===== src/rtl/frac_tick_timer_pkg.sv =====
// Package: shared types and defaults for the fractional tick timer.
// Assumes: controls are active low throughout the block.
package frac_tick_timer_pkg;

    // Registered control pair; both fields active low.
    typedef struct packed {
        logic load_n;
        logic restart_n;
    } ctl_t;

    localparam ctl_t CTL_IDLE = '{load_n: 1'b1, restart_n: 1'b1};

    localparam int DEF_ACC_W = 32;
    localparam int DEF_SEG_W = 8;

endpackage


===== src/rtl/ftt_in_stage.sv =====
// Module: input capture stage. Registers the step data bus and the two
// active-low controls so that they act one cycle after being sampled.
// Assumes: synchronous active-low reset; controls reset to inactive.
module ftt_in_stage
    import frac_tick_timer_pkg::*;
#(
    parameter int ACC_W = DEF_ACC_W
) (
    input  logic             clk,
    input  logic             rst_n,
    input  logic [ACC_W-1:0] data_in,
    input  logic             load_n_in,
    input  logic             restart_n_in,
    output logic [ACC_W-1:0] data_q,
    output ctl_t             ctl_q
);

    // Capture controls and data on every clock.
    always_ff @(posedge clk) begin
        if (!rst_n) begin
            data_q <= '0;
            ctl_q  <= CTL_IDLE;
        end else begin
            data_q          <= data_in;
            ctl_q.load_n    <= load_n_in;
            ctl_q.restart_n <= restart_n_in;
        end
    end

endmodule


===== src/rtl/ftt_step_reg.sv =====
// Module: step register. Loads the captured data when either registered
// control is active, otherwise holds its value.
// Assumes: ctl fields are active low and already registered.
module ftt_step_reg
    import frac_tick_timer_pkg::*;
#(
    parameter int ACC_W = DEF_ACC_W
) (
    input  logic             clk,
    input  logic             rst_n,
    input  ctl_t             ctl_q,
    input  logic [ACC_W-1:0] data_q,
    output logic [ACC_W-1:0] step_q
);

    logic load_en;

    // Either a plain load or a restart writes the step register.
    always_comb begin
        load_en = !ctl_q.load_n || !ctl_q.restart_n;
    end

    // Hold or load the step value.
    always_ff @(posedge clk) begin
        if (!rst_n) begin
            step_q <= '0;
        end else if (load_en) begin
            step_q <= data_q;
        end
    end

endmodule


===== src/rtl/ftt_seg_adder.sv =====
// Module: segmented ripple adder with a gated feedback operand.
// Splits the sum into SEG_W-bit slices chained by slice carries; the
// final slice carry is the overflow out of the top bit.
// Assumes: ACC_W is a multiple of SEG_W.
module ftt_seg_adder
    import frac_tick_timer_pkg::*;
#(
    parameter int ACC_W = DEF_ACC_W,
    parameter int SEG_W = DEF_SEG_W
) (
    input  logic             zero_fb,
    input  logic [ACC_W-1:0] fb_in,
    input  logic [ACC_W-1:0] step_in,
    output logic [ACC_W-1:0] sum_out,
    output logic             cout
);

    localparam int NSEG = ACC_W / SEG_W;

    logic [ACC_W-1:0] fb_gated;
    logic [NSEG:0]    seg_c;

    // Cut the feedback path during a restart.
    always_comb begin
        fb_gated = zero_fb ? '0 : fb_in;
    end

    assign seg_c[0] = 1'b0;

    for (genvar g = 0; g < NSEG; g++) begin : g_seg
        // One slice of the sum with its carry into the next slice.
        assign {seg_c[g+1], sum_out[g*SEG_W +: SEG_W]} =
            {1'b0, fb_gated[g*SEG_W +: SEG_W]} +
            {1'b0, step_in[g*SEG_W +: SEG_W]} +
            {{SEG_W{1'b0}}, seg_c[g]};
    end

    assign cout = seg_c[NSEG];

endmodule


===== src/rtl/frac_tick_timer.sv =====
// Module: fractional-rate tick timer top. Accumulates the step value every
// clock and issues a registered active-low tick after each overflow.
// Assumes: synchronous active-low reset; ACC_W multiple of SEG_W.
module frac_tick_timer
    import frac_tick_timer_pkg::*;
#(
    parameter int ACC_W = DEF_ACC_W,
    parameter int SEG_W = DEF_SEG_W
) (
    input  logic             clk,
    input  logic             rst_n,
    input  logic [ACC_W-1:0] step_data,
    input  logic             step_load_n,
    input  logic             restart_n,
    output logic             tick_n
);

    ctl_t             ctl_q;
    logic [ACC_W-1:0] data_q;
    logic [ACC_W-1:0] step_q;
    logic [ACC_W-1:0] acc_q;
    logic [ACC_W-1:0] sum_next;
    logic             sum_cout;
    logic             load_q_n;
    logic             restart_q_n;

    ftt_in_stage #(.ACC_W(ACC_W)) u_in (
        .clk          (clk),
        .rst_n        (rst_n),
        .data_in      (step_data),
        .load_n_in    (step_load_n),
        .restart_n_in (restart_n),
        .data_q       (data_q),
        .ctl_q        (ctl_q)
    );

    ftt_step_reg #(.ACC_W(ACC_W)) u_step (
        .clk    (clk),
        .rst_n  (rst_n),
        .ctl_q  (ctl_q),
        .data_q (data_q),
        .step_q (step_q)
    );

    ftt_seg_adder #(.ACC_W(ACC_W), .SEG_W(SEG_W)) u_add (
        .zero_fb (!ctl_q.restart_n),
        .fb_in   (acc_q),
        .step_in (step_q),
        .sum_out (sum_next),
        .cout    (sum_cout)
    );

    // Flatten the control struct for observation.
    always_comb begin
        load_q_n    = ctl_q.load_n;
        restart_q_n = ctl_q.restart_n;
    end

    // Accumulator register, wrapping modulo 2^ACC_W.
    always_ff @(posedge clk) begin
        if (!rst_n) begin
            acc_q <= '0;
        end else begin
            acc_q <= sum_next;
        end
    end

    // Registered active-low tick from the adder overflow.
    always_ff @(posedge clk) begin
        if (!rst_n) begin
            tick_n <= 1'b1;
        end else begin
            tick_n <= !sum_cout;
        end
    end

endmodule


===== config.mk =====
export PLATFORM = sky130hd
export DESIGN_NAME = frac_tick_timer
export DESIGN_NICKNAME = d
export VERILOG_FILES = /design/src/rtl/frac_tick_timer_pkg.sv /design/src/rtl/ftt_in_stage.sv /design/src/rtl/ftt_step_reg.sv /design/src/rtl/ftt_seg_adder.sv /design/src/rtl/frac_tick_timer.sv
export SDC_FILE = /design/constraint.sdc
export NUM_CORES = 1
export LEC_CHECK = 0
export BUFFER_PORTS_ARGS = -buffer_cell sky130_fd_sc_hd__buf_2
export CAP_MARGIN = 20
export CELL_PAD_IN_SITES_DETAIL_PLACEMENT = 0
export CELL_PAD_IN_SITES_GLOBAL_PLACEMENT = 1
export CORE_MARGIN = 2
export CORE_UTILIZATION = 48
export CTS_BUF_LIST = sky130_fd_sc_hd__clkbuf_4
export DETAILED_ROUTE_END_ITERATION = 16
export GPL_ROUTABILITY_DRIVEN = 0
export GPL_TIMING_DRIVEN = 0
export PLACE_DENSITY = 0.79
export SLEW_MARGIN = 20
export SYNTH_ARGS = -nofsm -noshare
export SYNTH_HDL_FRONTEND = slang
export SYNTH_SLANG_ARGS = --single-unit

===== constraint.sdc =====
create_clock -name clk -period 8.81 [get_ports clk]
set_input_delay 0.4405 -clock clk [delete_from_list [all_inputs] [get_ports clk]]
set_output_delay 0.4405 -clock clk [all_outputs]
set_load 0.02 [all_outputs]

Word-level counts from Yosys, hierarchy flattened --
Index checks and enable logic that the tools add are counted.
Cells by class: add/sub/neg operators 7, multiplexer cells 1, reductions and logical operators 4
Operators with widths (number):
- $add 8x8->9 | 4
- $mux 32 | 1
- $add 9x1->9 | 3
- $logic_not 1->1 | 3
- $logic_or 1x1->1 | 1
Word-level totals: bits in registers 99, bits of input ports 36, output and inout port bits 1, logic and storage cells 18

Logic depth before layout (Yosys ltp) --
Gate-level depths: netlist (run 1).
depth in word-level cells 6, depth in mapped cells 24, depth with buffers taken out 23

Hierarchy --
From an unflattened synthesis (run 1), not the netlist that was laid out.
Unflattened totals: cell total of the unflattened synthesis 468, area total of the unflattened synthesis 4650.7 um2
By module, submodules not included:
- ftt_seg_adder | times used 1, cells an instance 180, area each 1436.4 um2, sequential area each 0.0 um2
- ftt_step_reg | times used 1, cells an instance 147, area each 1383.8 um2, sequential area each 640.6 um2
- ftt_in_stage | times used 1, cells an instance 71, area each 947.2 um2, sequential area each 680.7 um2
- frac_tick_timer | times used 1, cells an instance 70, area each 883.3 um2, sequential area each 660.6 um2

Worst setup path before layout (run 1) --
Ideal clock, no wire load.
kind flip-flop to flip-flop, start reg u_in.ctl_q[0] (netlist name), end reg acc_q[30], data arrival time 6.254 ns, required time 8.740 ns, path slack 2.486 ns, cell stages (with the launch flop) 25, path buffers 1, clock period less this slack 6.324 ns, cell sequence dfxtp_1 -> clkbuf_1 -> and2_1 -> ha_1 -> fa_1 -> a21o_1 -> a221oi_2 -> o21ai_1 -> fa_1 -> fa_1 -> a211oi_2 -> o21bai_2 -> a2111oi_2 -> a21oi_1 -> fa_1 -> fa_1 -> a21o_1 -> a221oi_2 -> o21ai_1 -> fa_1 -> fa_1 -> a211oi_1 -> o21a_1 -> o21ai_1 -> a21oi_1
Between the ends: cells in the longest elaborated chain, start to end 5, elaborated cells between the ends (all ways) 8, classes of those cells 7 x add/sub; 1 x mux
Ends and longest elaborated chain:
- $mux 32 * | RTL line ftt_seg_adder.sv:25 | fb_gated = zero_fb ? '0 : fb_in;
- $add 8x8->9 | RTL line ftt_seg_adder.sv:33 | {1'b0, fb_gated[g*SEG_W +: SEG_W]} +
- $add 9x1->9 (2 in a row) | RTL line ftt_seg_adder.sv:34 | {1'b0, step_in[g*SEG_W +: SEG_W]} +
- $add 9x1->9 * | RTL line ftt_seg_adder.sv:34
- end signal, assigned | RTL line frac_tick_timer.sv:64 | acc_q <= sum_next;
- end, declared | RTL line frac_tick_timer.sv:21 | logic [ACC_W-1:0] acc_q;
Mark *: on every way between the ends. The rest lies on a longest branch, timed or not. A chain may end at the register's enable or synchronous reset.

Final worst setup path (run 1) --
start reg u_in.ctl_q[0] (netlist name), end reg acc_q[30]
Between the ends: cells in the longest elaborated chain, start to end 5, elaborated cells between the ends (all ways) 8, classes of those cells 7 x add/sub; 1 x mux
Ends and longest elaborated chain (RTL line):
- $mux 32 * | ftt_seg_adder.sv:25
- $add 8x8->9 | ftt_seg_adder.sv:33
- $add 9x1->9 (2 in a row) | ftt_seg_adder.sv:34
- $add 9x1->9 * | ftt_seg_adder.sv:34
Marks and branches as above.

==> impl_metrics.tcl, run 1 <==
set metrics [dict create \
    synth_top_cell_area_share_pct 44.6 \
    area_growth_pct 9.71 \
    path_clk_slew_ns 0.14 \
    synth_edf_count 0 \
    cp-end-kind "flop" \
    ys_seq_area_share_pct 44.6 \
    post_cts_resized 0 \
    path_cells "clkbuf_1, and2_1, ha_1, fa_1, a21o_1, a221oi_2, o21ai_1, fa_1, fa_1, a211oi_2, o21bai_2, a2111oi_2, a21oi_1, fa_1, fa_1, a21o_1, a221oi_2, o21ai_1, fa_1, fa_1, a211oi_1, o21a_1, o21ai_1, a21oi_1" \
    synth_common_cells "dfxtp_1 (99), and2_1 (73), nand2_1 (73), a21oi_1 (45), ha_1 (29)" \
    core-area_um2 9110 \
    cts_tree "built" \
    grt_max_degree 16 \
    avgSynthCellArea_um2 9.18 \
    drt_iter0_markers 110 \
    clock_latency_ns 0.44 \
    status "complete, no violations" \
    finalClockSkew_ns 0.0126 \
    relSlewSlack_pct 61.6 \
    regArea_um2 1980 \
    die_x_um 100 \
    start_kind "flop" \
    ys_warn_count 0 \
    cts_max_path_buffers 2 \
    finalSetupViolCount 0 \
    multiInputGateArea_um2 2340 \
    slew_viol_final 0 \
    peakVddDrop_mv 0.0813 \
    crit_family "adder cells" \
    rsz0062_at_grt "no" \
    vias 3342 \
    crit_path_frequent_cell "fa_1" \
    crit_buf_inv 1 \
    p_per_area_nw_per_um2 164 \
    ys_ff_latch 99 \
    drc_errors 0 \
    wl_um 8800 \
    start_util_pct 48.8 \
    synth-main-ff-cell "dfxtp_1" \
    layout-drive-gt1-share_pct 13.4 \
    first_pass_iters 4 \
    finalCritPeriodShare_pct 80.5 \
    cts_hold_buf 0 \
    io_pins 37 \
    hold_ws_ns 0.190 \
    yosysTopAreaCell "dfxtp_1" \
    place_hpwl_um 6310 \
    viasPerCell 5.17 \
    h-tree-depth 3 \
    hold_viol_final 0 \
    rows 35 \
    numClockSinks 99 \
    yosys.cell_count.top_type "dfxtp_1" \
    syn_area_um2 4450 \
    port_buffers 36 \
    crit_slowest_cell "fa_1" \
    post_cts_buffers 0 \
    fill_cells 892 \
    path_class "reg -> reg" \
    dieArea_um2 10000 \
    synth.distinct_cells 50 \
    antenna_left 0 \
    grt_overflow 0 \
    die_y_um 100 \
    synth_nets 556 \
    antenna_found_initial 0 \
    layout_min_cycle_time_ns 7.09 \
    grt_pass1_vias 3241 \
    nNetsFinal 603 \
    n_antenna_cell 0 \
    critical_path_required_ns 9.19 \
    timing.setup.tns_ns 0 \
    cap_violations 0 \
    wire_per_inst_um 13.6 \
    max_freq_mhz 141 \
    tightest_slew_ns 0.576 \
    synthCells 484 \
    hp-class "in -> reg" \
    root_buffer "clkbuf_4" \
    crit_fanout 10 \
    grt.total_usage_pct 18.7 \
    arrival_ns 7.48 \
    grt_pass1_wl_um 14900 \
    cts_buffers 9 \
    yosys-top-cells-area "dfxtp_1 (45%), and2_1 (10%), ha_1 (8.2%)" \
    total_leakage_power_nw 2.11 \
    critPathMaxStageDelay_ns 0.46 \
    synthArstFlopShare_pct 0 \
]
metrics by stage:
stage / power [W] / setup slack [ns] / utilization, % / cell area, um2 / instances
2_1_floorplan: 0.000574 / 2.49 / - / 4450 / 484
3_3_place_gp: 0.000602 / 1.72 / 52.3 / 4760 / 631
3_5_place_dp: 0.000606 / 1.77 / 52.3 / 4760 / 631
4_1_cts: 0.000814 / 1.67 / 53.5 / 4880 / 647
5_1_grt: 0.000850 / 1.37 / 53.5 / 4880 / 647
6_report: 0.000802 / 1.72 / 53.5 / 4880 / 647
layer usage:
layer,track usage [%],vias up,part of all wire [%]
li1,-,1755,-
met1,23.5,1545,49
met2,32.2,34,48
met3,3.62,8,2.3
met4,6.22,0,0.99
met5,0,-,0
cell type report:
cell class	instances	share of cell area [%]
plain buffers	23	2.03
clock buffers	11	1.69
clock inverters	5	0.616
inverters	7	0.539
multi-input cells	355	47.9
flip-flops and latches	99	40.6
well taps	111	2.85
repair buffers	36	3.69
report_power, final:
group	total [W]	internal [W]	switching [W]
clock	0.000207	0.0000633	0.000144
sequential	0.000484	0.000475	0.00000891
combinational	0.000111	0.0000491	0.0000623
total	0.000802	0.000587	0.000215
final timing paths:
check / startpoint / cells after the start / slack (ns) / end
hold / removal: step_data[15] / 2 / 0.19 / u_in.data_q[15]$_SDFF_PN0_
setup reg to reg: u_in.ctl_q[0]$_SDFF_PN1_ / 24 / 1.72 / acc_q[30]$_SDFF_PN0_
hold reg to reg: u_in.data_q[2]$_SDFF_PN0_ / 2 / 0.45 / u_step.step_q[2]$_SDFFE_PN0P_
setup / recovery: u_in.ctl_q[0]$_SDFF_PN1_ / 24 / 1.72 / acc_q[30]$_SDFF_PN0_
worst register-to-register path: stages, from the launching register on:
cell and delay (ns):
dfxtp_1 0.39, clkbuf_1 0.24, and2_1 0.20, ha_1 0.20, fa_1 0.41, a21o_1 0.20
a221oi_2 0.31, o21ai_1 0.15, fa_1 0.43, fa_1 0.46, a211oi_2 0.27, o21bai_2 0.13
a2111oi_2 0.37, a21oi_1 0.10, fa_1 0.42, fa_1 0.43, a21o_1 0.21, a221oi_2 0.29
o21ai_1 0.14, fa_1 0.44, fa_1 0.46, a211oi_1 0.37, o21a_1 0.21, o21ai_1 0.07
a21oi_1 0.13
flip-flops by register name (all words and copies together) (netlist names):
name           cells
acc_q             32
tick_n             1
u_in.ctl_q         2
u_in.data_q       32
u_step.step_q     32
kinds of logic after synthesis:
family | after synthesis | synth area share [%]
AO/OA/AOI/OAI | 102 | 14.9
flip-flops | 99 | 44.6
AND/OR/NAND/NOR | 205 | 23.9
XOR/XNOR | 8 | 1.58
buffers and inverters | 30 | 2.81
adder cells (fa/ha/maj) | 36 | 11.3
multiplexers | 4 | 0.929
placed cells by master, fill, tap and decap left out, drive strengths merged, types with 5 or more instances in the layout:
cell and count:
and2 73, o21ai 14, clkbuf 24, dfxtp 99
a21oi 46, ha 29, a211oi 9, nor2 19
o211ai 5, a21o 10, inv 7, nand2 73
nor3 8, buf 46, fa 7
No activity file was read; power rests on OpenSTA's default activity.
==> inputs of run 2 (changes only) <==
- CORE_UTILIZATION: 48 -> 43
- PLACE_DENSITY: 0.79 -> 0.75
- clock period: 8.81 -> 6.27 ns (I/O delays scaled with it)
==> run 2 against run 1 <==
Core utilization decreased by 0.21 points. Routed wire length up 8.5%. First-iteration DRC count decreased by 23%. Clock power grew 56%. Die area increased by 11%. Worst setup slack worse by 1.5 ns. Via count rose by 5.5%. Combinational power rose by 59%. Highest routed layer unchanged.
==> impl_metrics.tcl, run 2 (synthesized netlist as in run 1, its figures left out) <==
set metrics [dict create \
    status "complete, no violations" \
    viasPerCell 4.91 \
    slew_viol_final 0 \
    p_per_area_nw_per_um2 217 \
    numClockSinks 99 \
    layout-drive-gt1-share_pct 18.4 \
    drc_errors 0 \
    first_pass_iters 4 \
    grt_overflow 0 \
    rr_worst_depth 24 \
    die_x_um 106 \
    finalCritPeriodShare_pct 97.3 \
    fill_cells 1010 \
    reg.largest.list "acc_q (32), u_in.data_q (32), u_step.step_q (32)" \
    layout_common_cells "dfxtp_1 (98), nand2_1 (73), and2_1 (72)" \
    port_buffers 36 \
    nNetsFinal 649 \
    antenna_left 0 \
    relSlewSlack_pct 59.7 \
    path_clk_slew_ns 0.15 \
    wl_um 9550 \
    grt_max_degree 16 \
    rsz0062_at_grt "yes" \
    root_buffer "clkbuf_4" \
    rrSetupSlack_ns 0.17 \
    area_growth_pct 22.2 \
    grt.total_usage_pct 18.7 \
    cts_tree "built" \
    start_util_pct 43.6 \
    h-tree-depth 3 \
    die_y_um 106 \
    finalClockSkew_ns 0.0179 \
    start_kind "flop" \
    min_from "step_data[30]" \
    antenna_found_initial 1 \
    peakVddDrop_mv 0.155 \
    dp_cells 656 \
    rows 37 \
    total_leakage_power_nw 2.32 \
    wire_per_inst_um 13.3 \
    holdPathEnd "u_in.data_q[30]$_SDFF_PN0_" \
    hold_path_depth 2 \
    final_common_cell "dfxtp_1" \
    top_layer "met4" \
    cts_max_path_buffers 2 \
    cp-end-kind "flop" \
    vias 3527 \
    reg2reg_from "u_in.ctl_q[0]$_SDFF_PN1_" \
    place_hpwl_um 6440 \
    grt_pass1_wl_um 16200 \
    tightest_slew_ns 0.605 \
    crit_fanout 5 \
    path_class "reg -> reg" \
    io_pins 37 \
    max_freq_mhz 164 \
    layout_min_cycle_time_ns 6.10 \
    drt_iter0_markers 85 \
    finalSetupViolCount 0 \
    hp-class "in -> reg" \
    clock_latency_ns 0.48 \
    cts_buffers 9 \
    wl_met1_um 4440 \
    wl_met2_um 4540 \
    timing.setup.tns_ns 0 \
    arrival_ns 6.51 \
    wl_met3_um 427 \
    final_cells 719 \
    critical_path_required_ns 6.68 \
    timing.rr.end "acc_q[30]$_SDFF_PN0_" \
    cap_violations 0 \
    dieArea_um2 11200 \
    fin_util_pct 53.3 \
    core-area_um2 10200 \
    grt_pass1_vias 3434 \
    hold_viol_final 0 \
]
==> run 2: changes by cell type in the layout (fill, tap and decap cells not counted), moves of 7 or more <==
cell | previous run | this run
dlygate4sd3_1 | 0 | 27
fa_1 | 7 | 0
buf_4 | 0 | 19
fa_2 | 0 | 7
==> run 2: where the power goes <==
group,switching [W],internal (W)
Combinational,0.0000927,0.0000844
Sequential,0.0000130,0.000667
Clock,0.000207,0.000116
Total,0.000312,0.000867
==> run 2: how the worst max path moves through the flow <==
| stage | startpoint | to | cells after the start |
|---|---|---|---|
| after floorplan | u_in.ctl_q[0]$_SDFF_PN1_ | acc_q[30]$_SDFF_PN0_ | 24 |
| after global placement | u_in.ctl_q[0]$_SDFF_PN1_ | acc_q[30]$_SDFF_PN0_ | 24 |
| after detailed placement | u_in.ctl_q[0]$_SDFF_PN1_ | acc_q[30]$_SDFF_PN0_ | 24 |
| after CTS | u_in.ctl_q[0]$_SDFF_PN1_ | acc_q[30]$_SDFF_PN0_ | 24 |
| after global routing | u_in.ctl_q[0]$_SDFF_PN1_ | acc_q[30]$_SDFF_PN0_ | 24 |
| final | u_in.ctl_q[0]$_SDFF_PN1_ | acc_q[30]$_SDFF_PN0_ | 24 |
==> run 2: layer usage <==
| layer | global-route usage (%) | up-vias |
|---|---|---|
| li1 | - | 1845 |
| met1 | 23.3 | 1622 |
| met2 | 30.7 | 51 |
| met3 | 5.75 | 9 |
| met4 | 6.20 | 0 |
| met5 | 0 | - |
==> run 2: worst max-delay path: stages, from the launching register on <==
cell       delay, ns
dfxtp_4         0.39
buf_8           0.12
and2_4          0.13
ha_4            0.16
fa_2            0.35
a21o_1          0.20
a221oi_2        0.29
o21ai_2         0.09
fa_2            0.36
fa_2            0.38
a211oi_4        0.23
o21bai_2        0.13
a2111oi_2       0.35
a21oi_1         0.09
fa_2            0.38
fa_2            0.35
a21o_1          0.19
a221oi_2        0.31
o21ai_2         0.09
fa_2            0.37
fa_2            0.39
a211oi_4        0.29
o21a_1          0.19
o21ai_1         0.06
a21oi_1         0.12
==> run 2: cell type report <==
class                           instances  area [um2]  area share [%]
Inverter                                7        26.3           0.484
Buffer                                 23         114            2.10
Sequential cell                        99        1990            36.6
Antenna cell                            1        2.50          0.0461
Clock buffer                            9        67.6            1.24
Tap cell                              136         170            3.13
Timing Repair Buffer                   82         593            10.9
Clock inverter                          7        58.8            1.08
Multi-Input combinational cell        355        2410            44.4
==> run 2: through the flow <==
step                      hold slack, ns  power [W]  cell area, um2  worst slack [ns]
after global routing            -0.00129    0.00125            5430           -0.0980
final                             0.0403    0.00118            5430             0.171
after detailed placement           0.428   0.000852            4800            -0.664
after global placement             0.425   0.000846            4800            -0.702
after floorplan                    0.415   0.000806            4450            0.0128
after CTS                        0.00150    0.00119            5310           -0.0459
==> run 2: what timing repair did <==
item / 4_1_cts / 5_1_grt
setup endpoints to repair: 8 / 7
hold endpoints to repair: 25 / 2
buffers inserted: 11 / 8
pin swaps: 19 / 17
hold buffers: 25 / 2
resized for setup: 16 / 10
